--- config.mk ---
export PLATFORM = sky130hd
export DESIGN_NAME = split_adder
export DESIGN_NICKNAME = d
export VERILOG_FILES = /design/src/rtl/split_add_pkg.sv /design/src/rtl/add_slice.sv /design/src/rtl/add_chain.sv /design/src/rtl/split_adder.sv
export SDC_FILE = /design/constraint.sdc
export NUM_CORES = 1
export LEC_CHECK = 0
export BUFFER_PORTS_ARGS = -buffer_cell sky130_fd_sc_hd__buf_2
export CORE_MARGIN = 3
export CORE_UTILIZATION = 45
export DETAILED_ROUTE_END_ITERATION = 7
export PLACE_DENSITY = 0.75
export SYNTH_ARGS = -nofsm -noshare
export SYNTH_HDL_FRONTEND = slang
export SYNTH_SLANG_ARGS = --single-unit
--- constraint.sdc ---
create_clock -name clk -period 3.6 [get_ports clk]
set_clock_uncertainty 0.15 [all_clocks]
set_input_delay 0.72 -clock clk [delete_from_list [all_inputs] [get_ports clk]]
set_output_delay 0.72 -clock clk [all_outputs]
set_load 0.01 [all_outputs]
--- src/rtl/split_add_pkg.sv ---
package split_add_pkg;
    localparam int unsigned DEF_WIDTH   = 32;
    localparam int unsigned DEF_SLICE_W = 8;
endpackage

--- src/rtl/add_slice.sv ---
module add_slice #(
    parameter int unsigned W = 8
) (
    input  logic [W-1:0] a,
    input  logic [W-1:0] b,
    input  logic         ci,
    output logic [W-1:0] s,
    output logic         co
);
    logic [W:0] full;

    always_comb begin
        full = {1'b0, a} + {1'b0, b} + {{W{1'b0}}, ci};
        s    = full[W-1:0];
        co   = full[W];
    end
endmodule

--- src/rtl/add_chain.sv ---
module add_chain #(
    parameter int unsigned SLICE_W = 8,
    parameter int unsigned SLICES  = 2,
    localparam int unsigned W      = SLICE_W * SLICES
) (
    input  logic [W-1:0] a,
    input  logic [W-1:0] b,
    input  logic         ci,
    output logic [W-1:0] s,
    output logic         co
);
    logic [SLICES:0] carry;

    assign carry[0] = ci;

    for (genvar g = 0; g < SLICES; g++) begin : g_slice
        add_slice #(.W(SLICE_W)) slice_i (
            .a  (a[g*SLICE_W +: SLICE_W]),
            .b  (b[g*SLICE_W +: SLICE_W]),
            .ci (carry[g]),
            .s  (s[g*SLICE_W +: SLICE_W]),
            .co (carry[g+1])
        );
    end

    assign co = carry[SLICES];
endmodule

--- src/rtl/split_adder.sv ---
module split_adder
    import split_add_pkg::*;
#(
    parameter int unsigned WIDTH   = DEF_WIDTH,
    parameter int unsigned SLICE_W = DEF_SLICE_W
) (
    input  logic             clk,
    input  logic             rst,
    input  logic             in_valid,
    input  logic [WIDTH-1:0] in_a,
    input  logic [WIDTH-1:0] in_b,
    input  logic             in_cin,
    output logic             out_valid,
    output logic [WIDTH-1:0] out_sum,
    output logic             out_cout
);
    localparam int unsigned LO_W      = WIDTH / 2;
    localparam int unsigned HI_W      = WIDTH - LO_W;
    localparam int unsigned LO_SLICES = LO_W / SLICE_W;
    localparam int unsigned HI_SLICES = HI_W / SLICE_W;

    typedef struct packed {
        logic            v1;
        logic [LO_W-1:0] lo_sum;
        logic            mid_carry;
        logic [HI_W-1:0] a_hi;
        logic [HI_W-1:0] b_hi;
        logic             v2;
        logic [WIDTH-1:0] sum;
        logic             cout;
    } pipe_t;

    pipe_t st_d, st_q;

    logic [LO_W-1:0] lo_s;
    logic            lo_co;
    logic [HI_W-1:0] hi_s;
    logic            hi_co;

    // Stage 1: lower half of the carry chain, fed straight from the inputs
    add_chain #(.SLICE_W(SLICE_W), .SLICES(LO_SLICES)) lo_chain_i (
        .a  (in_a[LO_W-1:0]),
        .b  (in_b[LO_W-1:0]),
        .ci (in_cin),
        .s  (lo_s),
        .co (lo_co)
    );

    // Stage 2: upper half, fed from skewed operands and the stored mid carry
    add_chain #(.SLICE_W(SLICE_W), .SLICES(HI_SLICES)) hi_chain_i (
        .a  (st_q.a_hi),
        .b  (st_q.b_hi),
        .ci (st_q.mid_carry),
        .s  (hi_s),
        .co (hi_co)
    );

    always_comb begin
        st_d           = st_q;
        st_d.v1        = in_valid;
        st_d.lo_sum    = lo_s;
        st_d.mid_carry = lo_co;
        st_d.a_hi      = in_a[WIDTH-1:LO_W];
        st_d.b_hi      = in_b[WIDTH-1:LO_W];
        st_d.v2        = st_q.v1;
        st_d.sum       = {hi_s, st_q.lo_sum};
        st_d.cout      = hi_co;
    end

    always_ff @(posedge clk) begin
        st_q <= st_d;
        if (rst) begin
            st_q.v1 <= 1'b0;
            st_q.v2 <= 1'b0;
        end
    end

    assign out_valid = st_q.v2;
    assign out_sum   = st_q.sum;
    assign out_cout  = st_q.cout;

    // Assertion support: counts clean edges since reset, saturating at two
    logic [1:0] warm_q;
    always_ff @(posedge clk) begin
        if (rst)                warm_q <= 2'd0;
        else if (warm_q != 2'd2) warm_q <= warm_q + 2'd1;
    end

    a_r1_sum: assert property (@(posedge clk) disable iff (rst)
        (warm_q == 2'd2 && out_valid) |->
        ({out_cout, out_sum} == ({1'b0, $past(in_a, 2)} + {1'b0, $past(in_b, 2)}
                                 + {{WIDTH{1'b0}}, $past(in_cin, 2)})));

    a_r2_valid_delay: assert property (@(posedge clk) disable iff (rst)
        (warm_q == 2'd2) |-> (out_valid == $past(in_valid, 2)));

    a_r5_top_carry: assert property (@(posedge clk) disable iff (rst)
        (warm_q == 2'd2 && out_valid && $past(in_cin, 2)
         && ($past(in_a, 2) == {WIDTH{1'b1}}) && ($past(in_b, 2) == '0))
        |-> (out_cout && out_sum == '0));

    a_r6_reset_clears: assert property (@(posedge clk)
        $past(rst) |-> !out_valid);
endmodule

After elaboration in Yosys (flattened, before gate mapping):

Cells that the tools add are included.

* bits of input ports: 68
* latch bits: 0
* ROM bits: 0
* memories: 0
* output and inout port bits: 34
* RAM bits: 0
* register bits after elaboration: 84
* word-level logic and storage cells: 16

* equality and inequality tests: 0
* mux-type cells: 0
* multipliers: 0
* $lt $le $gt $ge: 0
* bitwise gates (word level): 0
* div/mod/pow operators: 0
* shift-type cells: 0
* reductions and logical operators: 0
* add/sub/neg operators: 8

Operator list (count)
* adder 8 x 8 -> 9 bit: 4
* adder 9 x 1 -> 9 bit: 4

Depth between registers and ports, before layout:

Gate-level depths: netlist of run 1.

* depth after elaboration: 3
* gate-level depth with buffers: 15
* mapped depth without buffers: 15

Cells and area by module:

A second synthesis of run 1 with hierarchy kept.

* cells, all modules: 280
* area, all modules: 3260.6 um^2

Modules (own cells, without submodules)
* split_adder: instances 1, cells an instance 118, sequential area each 1681.6 um^2, area an instance 1934.4 um^2
* add_slice (hi_chain_i.g_slice[0].slice_i ...): instances 3, cells an instance 40, sequential area each 0.0 um^2, area an instance 331.6 um^2
* add_slice (lo_chain_i.g_slice[0].slice_i): instances 1, cells an instance 42, sequential area each 0.0 um^2, area an instance 331.6 um^2

Least setup slack after synthesis of run 1:

OpenSTA, ideal clock, no wires.

* path kind: input -> register
* start point: input port in_a[0]
* end point: register st_q[66] (netlist bit)
* library setup time: 70 ps
* data arrival time: 3261 ps
* stages: 15
* slack: 120 ps
* data required time: 3380 ps
* buffers on the path: 0
* path through: inv_1 -> fa_1 -> inv_1 -> fa_1 -> a21oi_1 -> o21ai_2 -> a21o_1 -> a21oi_1 -> fa_1 -> fa_1 -> nor2b_1 -> o21ai_1 -> a21boi_1 -> o21ai_0 -> a21oi_1

* longest elaborated chain between the ends: 3

Ends and longest elaborated chain
* start: declaration: line split_adder.sv:10 `input logic [WIDTH-1:0] in_a,`
* adder 8 x 8 -> 9 bit: line add_slice.sv:13 `full = {1'b0, a} + {1'b0, b} + {{W{1'b0}}, ci};`
* adder 9 x 1 -> 9 bit (2 in series): line add_slice.sv:13
* via lo_chain_i.co: line add_chain.sv:10 `output logic co`
* end signal: assignment: line split_adder.sv:71 `st_q <= st_d;`
* end: declaration: line split_adder.sv:33 `pipe_t st_d, st_q;`

The timed path passes the listed nets, and every way through them passes these cells.
A chain may end at the register's enable or synchronous reset.

Final worst setup path of run 1:

Ends and elaborated chain as after synthesis.

==> key figures, run 1 <==
Floorplanning
  – Initial standard-cell utilization of the core: 0.474
  – Top Ports: around 100
  – Std cell rows: 29
  – Floorplan die width: a little under 90 µm
  – Placeable Area: 6490 µm²
  – Total Die Area: 7880 µm²
  – Chip height: 88.8 µm

Critical path
  – Reg2reg path depth: 14
  – Worst path arrival time: 3.42 ns
  – Reg2reg start: st_q[66]$_DFF_P_
  – Setup crit start kind: input pin
  – WP data required: 3.70 ns
  – Biggest fanout along the worst timing path: 3
  – Type of destination of the critical path: register
  – Source of the critical timing path: in_a[0]
  – Category of the most critical setup path: in2reg

Place
  – DP Cell Count: 454
  – Count of port buffers added during placement: 101
  – Post-place setup slack: -0.147 ns
  – Post-placement cell area: approximately 3700 µm²
  – HPWL after detailed placement: 4.38 mm
  – Global placement routability congestion: 0.762

Power
  – Power share of the sequential group: 0.520
  – Leakage Power: 1.93 nW
  – Total power after layout: 2.11 mW
  – VDD IR-drop max: 203 µV
  – Clock network fraction of design power: 0.294
  – Cell-internal power: 1.57 mW
  – Portion of total power attributed to combinational logic: 0.186
  – Switching portion of total power: 0.256
  – Reported net switching power: 0.540 mW
  – Power Dens Cells: 542 nW/µm²

Yosys
  – Count of flip-flops with a built-in enable after synthesis: 0
  – Post-synthesis register bit count: 84
  – Leading post-synthesis cells by cell area: dfxtp_1 (55%), ha_1 (11%), fa_1 (5.2%)
  – Netlist area before placement: 3080 µm²
  – Most frequently used flop master after synthesis: dfxtp_1
  – Number of library cell types mapped by synthesis: 38
  – Post-synthesis share of cell area spent on xor and xnor gates: 0.0369
  – Yosys top cell by area: dfxtp_1
  – Synthesized-area fraction occupied by ao, oa, aoi and oai cells: 0.117
  – Avg Synthesized Cell Area: 11.3 µm²
  – Largest family of logic cells by synthesized area: adder cells
  – Total number of yosys warnings: 0
  – Multiplexer share of the synthesized area: 0.00650
  – Seq/Total Area, Yosys: 0.546
  – Syn nets: 377
  – Adder and majority cell fraction of the synthesized area: 0.166
  – Post-synth top area share: 0.546
  – Synth Area in Simple Gates: 0.0877
  – Proportion of register bits with asynchronous set or reset after synthesis: 0
  – Synth Instances: 273

Drt
  – Starting DRT DRC Count: 42
  – Vias after detailed routing: 2237
  – WL per Instance: 11.7 µm
  – Post-route ant nets: 0
  – DRC viols: 0
  – Via-to-Cell Ratio: between 4 and 5
  – Total iterations of the first detailed-routing run: 4
  – Wirelength, routed: ~5.5 mm

Layout
  – Layout filler cell count: between 500 and 600
  – Commonest non-fill, non-tap cell in the layout: buf_2
  – Layout overhead on the synthesized area: 26.4%
  – Fin area: 3900 µm²
  – Number of antenna repair diodes: 0
  – Layout Cells excl Fill: 470
  – Utilization of the core after routing: 0.600
  – Commonest cells after routing, fill and taps aside: buf_2 (101), dfxtp_1 (84), inv_1 (32)
  – Layout cell share with drive strength beyond 1: 0.323
  – Post-layout nets: approximately 490

Clock tree
  – Sink Count: 84
  – Bufs on Longest Clock Path: 2
  – H-Tree Level Count: 3
  – Clock tree from TritonCTS: built
  – Clock Root Buffer: clkbuf_8
  – Number of buffers added by the clock tree synthesis step: 9
  – Buffer count from post-CTS setup fixing: 0
  – Clock latency on the worst-skew pair: 0.33 ns
  – Clock transition time at the flip-flop clock pins of the worst setup and hold paths: 0.07 ns

Worst hold path
  – Worst hold path startpoint: st_d[6]$_DFF_P_
  – Cell depth of the worst min-delay path: 0
  – Path class of the lowest-slack min-delay path: reg2reg

Global routing
  – First-pass GRT wire length: 9.11 mm
  – Number of antenna violations at the first check in global routing: 1
  – Number of global-route vias before repair: 2198
  – Leftover overflow at the end of global routing: 0
  – Maximum number of pins on one net before global-route repair: 14
  – Gr usage total: 0.149

Timing
  – Transition time at the pin with the least slew margin: between 0.3 and 0.4 ns
  – Number of max-slew violations in the final report: 0
  – Fin Hold WS: 0.179 ns
  – Worst Slack Setup Final: 0.281 ns
  – Period utilisation layout: 0.922
  – Min cycle time layout: between 3 and 4 ns
  – Setup TNS: 0 ns
  – Fmax achieved: between 0.3 and 0.4 GHz
  – Slew margin rel.: 0.771
  – Final setup vio count: 0
  – RSZ-0062 raised after global routing: no
  – Final hold violation count: 0

Run
  – # Max-Cap Violations: 0

Status
  – Status: finished clean
cell families (layout without fill, tap and decap cells):
group,count (synthesis),after routing
compound gates,55,55
flops,84,84
xor+xnor,13,13
simple gates,50,50
fa+ha+maj,36,36
mux,2,2
buf+inv,33,153
layer usage:
layer  GRT usage  up-vias  part of all wire
li1            -     1150                 -
met1       0.158     1018              0.41
met2       0.273       63              0.52
met3      0.0428        4             0.060
met4      0.0659        2            0.0078
met5           0        -            0.0024
worst paths after layout:
kind | end | slack [ns]
max | st_q[66]$_DFF_P_ | 0.28
min | out_sum[5]$_DFF_P_ | 0.18
max reg2reg | out_sum[29]$_DFF_P_ | 0.42
min reg2reg | out_sum[5]$_DFF_P_ | 0.18
cells in the mapped netlist, types with 2 or more instances:
cell / count
xnor2_1: 7
mux2i_1: 2
a21oi_2: 3
nand3_1: 3
o21a_1: 4
nor3_1: 7
nor2_1: 11
fa_1: 8
inv_1: 32
nor2b_1: 9
nor4b_1: 2
xor2_1: 6
dfxtp_1: 84
a21boi_0: 2
nand2_1: 10
a21o_1: 4
a21oi_1: 18
o21ai_1: 5
a21boi_1: 2
a311o_1: 4
o21ai_0: 5
ha_1: 28
nand3b_1: 2
sequential cells by signal, indices dropped and copies added (netlist names):
name / count
out_sum: 32
out_cout: 1
out_valid: 1
st_d: 17
st_q: 33
power by group through the flow:
| stage | logic [mW] | registers (mW) | clock network, mW |
|---|---|---|---|
| final | 0.392 | 1.10 | 0.620 |
| after global routing | 0.449 | 1.11 | 0.689 |
| after CTS | 0.396 | 1.10 | 0.639 |
| after detailed placement | 0.393 | 1.12 | 0 |
| after global placement | 0.382 | 1.12 | 0 |
| after floorplan | 0.195 | 1.16 | 0 |
what timing repair did:
| item | 4_1_cts | 5_1_grt |
|---|---|---|
| resized for setup | 0 | 2 |
| hold buffers | 0 | 0 |
| endpoints found under the setup margin | 0 | 2 |
| hold endpoints to repair | 0 | 0 |
area by class of cell:
type                            instances  area [µm²]  area share
Clock buffer                           11         131      0.0337
Clock inverter                          5        52.6      0.0135
Inverter                               33         124      0.0318
Multi-Input combinational cell        156        1280       0.329
Sequential cell                        84        1680       0.432
Tap cell                               77        96.3      0.0247
Timing Repair Buffer                  104         528       0.136
worst max-delay path: stages:
cell and delay (ns):
buf_2 0.07, inv_1 0.04, fa_1 0.43, inv_1 0.09
fa_1 0.19, a21oi_1 0.09, o21ai_2 0.13, a21o_1 0.14
a21oi_1 0.08, fa_2 0.36, fa_1 0.39, nor2b_1 0.12
o21ai_1 0.09, a21boi_2 0.18, o21ai_0 0.12, a21oi_1 0.18
Power figures use the tool's default switching activity.
==> run 2: changes to the inputs <==
--- a/config.mk
+++ b/config.mk
@@ -12,4 +12,5 @@
 export PLACE_DENSITY = 0.75
 export SYNTH_ARGS = -nofsm -noshare
 export SYNTH_HDL_FRONTEND = slang
+export SYNTH_HIERARCHICAL = 1
 export SYNTH_SLANG_ARGS = --single-unit
==> run 2 against run 1 <==
  * Routed wire length decreased by 4.0%
  * Via count decreased by 2.2%
  * Critical endpoint unchanged
  * Largest cell class unchanged
  * Critical path depth decreased by 4
  * Register-to-register slack got worse by 0.18 ns
  * Synthesized cell count increased by 2.6%
  * Maximum frequency decreased by 3.5%
  * Sequential power about the same
  * Critical path type unchanged
==> key figures, run 2 <==
Floorplanning
  – Total Die Area: 8300 µm² (+5.4%)
  – Floorplan die width: 91.1 µm (+2.7%)
  – Initial standard-cell utilization of the core: 0.472 (-0.00237)
  – Top Ports: 102 (unchanged)
  – Std cell rows: 30 (+3.4%)
  – Chip height: 91.1 µm (+2.7%)
  – Placeable Area: 6910 µm² (+6.3%)

Clock tree
  – Number of hold-repair buffers added at the cts stage: 0 (unchanged)
  – Sink Count: 84 (unchanged)
  – Buffer count from post-CTS setup fixing: 0 (unchanged)
  – Clock transition time at the flip-flop clock pins of the worst setup and hold paths: 0.08 ns (about the same)
  – Clock Root Buffer: clkbuf_8
  – Bufs on Longest Clock Path: 2 (unchanged)
  – Clock latency on the worst-skew pair: 0.34 ns (about the same)
  – Number of buffers added by the clock tree synthesis step: 9 (unchanged)
  – Clock tree from TritonCTS: built
  – Post-CTS sizing: 0 (unchanged)
  – H-Tree Level Count: 3 (unchanged)

Timing
  – Fin Hold WS: 0.179 ns (-0.000822 ns)
  – Final setup vio count: 0 (unchanged)
  – RSZ-0062 raised after global routing: no
  – Period utilisation layout: 0.956 (+0.0339)
  – Setup TNS: 0 ns (unchanged)
  – Min cycle time layout: 3.44 ns (+0.122 ns)
  – Slew margin rel.: 0.765 (-0.00599)
  – Transition time at the pin with the least slew margin: 0.344 ns (+0.00316 ns)
  – Fmax achieved: 0.291 GHz (-3.5%)
  – Final hold violation count: 0 (unchanged)
  – Number of max-slew violations in the final report: 0 (unchanged)

Worst hold path
  – Path class of the lowest-slack min-delay path: reg2reg

Global routing
  – Number of antenna violations at the first check in global routing: 2 (+1)
  – Gr usage total: 0.132 (-0.0169)
  – First-pass GRT wire length: 8.69 mm (-4.7%)
  – Leftover overflow at the end of global routing: 0 (unchanged)
  – Maximum number of pins on one net before global-route repair: 14 (unchanged)
  – Number of global-route vias before repair: 2109 (-4.0%)

Power
  – Power Dens Cells: 550 nW/µm² (+1.6%)
  – Total power after layout: 2.13 mW (+0.86%)
  – Leakage Power: 1.81 nW (-6.0%)
  – VDD IR-drop max: 236 µV (+16%)

Layout
  – Max FFs per register: 33 (unchanged)
  – Post-layout nets: 467 (-5.1%)
  – Register bank with the most flops: st_q
  – Utilization of the core after routing: 0.560 (-0.0399)
  – Commonest non-fill, non-tap cell in the layout: buf_2
  – Layout cell share with drive strength beyond 1: 0.354 (+0.0311)
  – Layout filler cell count: 624 (+15%)
  – Number of antenna repair diodes: 0 (unchanged)
  – Commonest cells after routing, fill and taps aside: buf_2 (101), dfxtp_1 (84), ha_1 (28)
  – Layout overhead on the synthesized area: 18.6%
  – Layout Cells excl Fill: 463 (-1.5%)

Critical path
  – Type of destination of the critical path: register
  – Setup crit start kind: input pin
  – Worst path arrival time: 3.52 ns (+0.10 ns)
  – Category of the most critical setup path: in2reg
  – WP data required: 3.67 ns (-0.03 ns)
  – Biggest fanout along the worst timing path: 2 (-1)

Yosys
  – Avg Synthesized Cell Area: 11.6 µm² (+3.2%)
  – Most frequently used flop master after synthesis: dfxtp_1
  – Total number of yosys warnings: 6 (+6)
  – Leading post-synthesis cells by cell area: dfxtp_1 (52%), ha_1 (11%), buf_4 (7.4%)
  – Netlist area before placement: 3260 µm² (+5.8%)
  – Proportion of register bits with asynchronous set or reset after synthesis: 0 (unchanged)
  – Yosys top cell by area: dfxtp_1
  – Library cell with the highest instance count after synthesis: dfxtp_1
  – Number of library cell types mapped by synthesis: 29 (-24%)
  – Post-synth top area share: 0.516 (-0.0299)
  – Seq/Total Area, Yosys: 0.516 (-0.0299)
  – List of most frequent post-synthesis cells: dfxtp_1 (84), buf_4 (32), ha_1 (28), a21oi_1 (17), nand2_1 (9)
  – Synth Instances: 280 (+2.6%)
  – Count of flip-flops with a built-in enable after synthesis: 0 (unchanged)
  – Post-synthesis register bit count: 84 (unchanged)
  – Syn nets: 384 (+1.9%)

Drt
  – Via-to-Cell Ratio: 4.72 (-0.76%)
  – Post-route ant nets: 0 (unchanged)
  – WL per Instance: 11.4 µm (-2.6%)
  – Wirelength, routed: 5.27 mm (-4.0%)
  – DRC viols: 0 (unchanged)
  – Vias after detailed routing: 2187 (-2.2%)
  – Total iterations of the first detailed-routing run: 4 (unchanged)
  – Starting DRT DRC Count: 64 (+52%)

Place
  – DP Cell Count: 448 (-1.3%)
  – HPWL after detailed placement: 4.27 mm (-2.5%)
  – Global placement routability congestion: 0.744 (-2.4%)
  – Count of port buffers added during placement: 101 (unchanged)

Run
  – # Max-Cap Violations: 0 (unchanged)

Status
  – Status: finished clean
run 2: cell count changes in the layout (fill, tap and decap cells not counted), moves of 4 or more:
| cell | before | now |
|---|---|---|
| inv_1 | 32 | 8 |
| nor2_1 | 11 | 2 |
| nand3_1 | 3 | 8 |
| o21ai_1 | 5 | 0 |
| a21o_1 | 4 | 8 |
| a311o_1 | 4 | 8 |
run 2: area by class of cell:
type                       count  area, µm²  area share
multi-input combinational    152       1300       0.336
clock buffer                  11        141      0.0366
clock inverter                 4       50.0      0.0129
sequential                    84       1680       0.435
inverter                      12       45.0      0.0116
tap                           96        120      0.0311
timing repair buffer         104        528       0.137
run 2: per-stage QoR:
stage | setup WS, ns | area (µm²)
finish | 0.158 | 3870
global route | 0.0397 | 3870
CTS | 0.102 | 3860
detailed placement | -0.266 | 3670
global placement | -0.185 | 3670
floorplan | 0.0808 | 3260
run 2: path summary, 6_finish.rpt:
path	slack, ns	cells after the start	start	to
max	0.16	12	in_a[0]	st_q[66]$_DFF_P_
min	0.18	0	st_d[10]$_DFF_P_	out_sum[9]$_DFF_P_
max reg2reg	0.24	10	st_q[50]$_DFF_P_	out_cout$_DFF_P_
min reg2reg	0.18	0	st_d[10]$_DFF_P_	out_sum[9]$_DFF_P_
run 2: where the power goes:
part           switching [mW]  internal (mW)  leakage (nW)  total [mW]
clock network           0.297          0.334        0.0914       0.631
registers              0.0352           1.07         0.708        1.10
logic                   0.204          0.190          1.01       0.394
run 2: worst max-delay path, stage by stage:
cell	delay [ns]
buf_2	0.11
fa_1	0.45
fa_1	0.43
a21oi_2	0.18
nor2_1	0.06
nor2_1	0.15
o21ai_0	0.14
fa_1	0.42
fa_1	0.43
a21oi_2	0.18
o21a_1	0.16
o21ai_0	0.09
run 2: routing by layer:
metal | wire length (µm) | global-route usage | vias up
met3 | 421 | 0.0613 | 12
met2 | 2590 | 0.227 | 67
met4 | 97 | 0.0603 | 4
li1 | - | - | 1114
met1 | 2140 | 0.137 | 990
met5 | 21 | 0 | -
run 2: cells by family (layout without fill, tap and decap cells):
logic type,after synthesis,count (layout),synth area share
AO/OA/AOI/OAI,55,55,0.122
multiplexers,1,1,0.00307
flip-flops,84,84,0.516
XOR/XNOR,16,16,0.0430
adder cells (fa/ha/maj),36,36,0.157
buffers and inverters,44,131,0.0875
AND/OR/NAND/NOR,44,44,0.0721
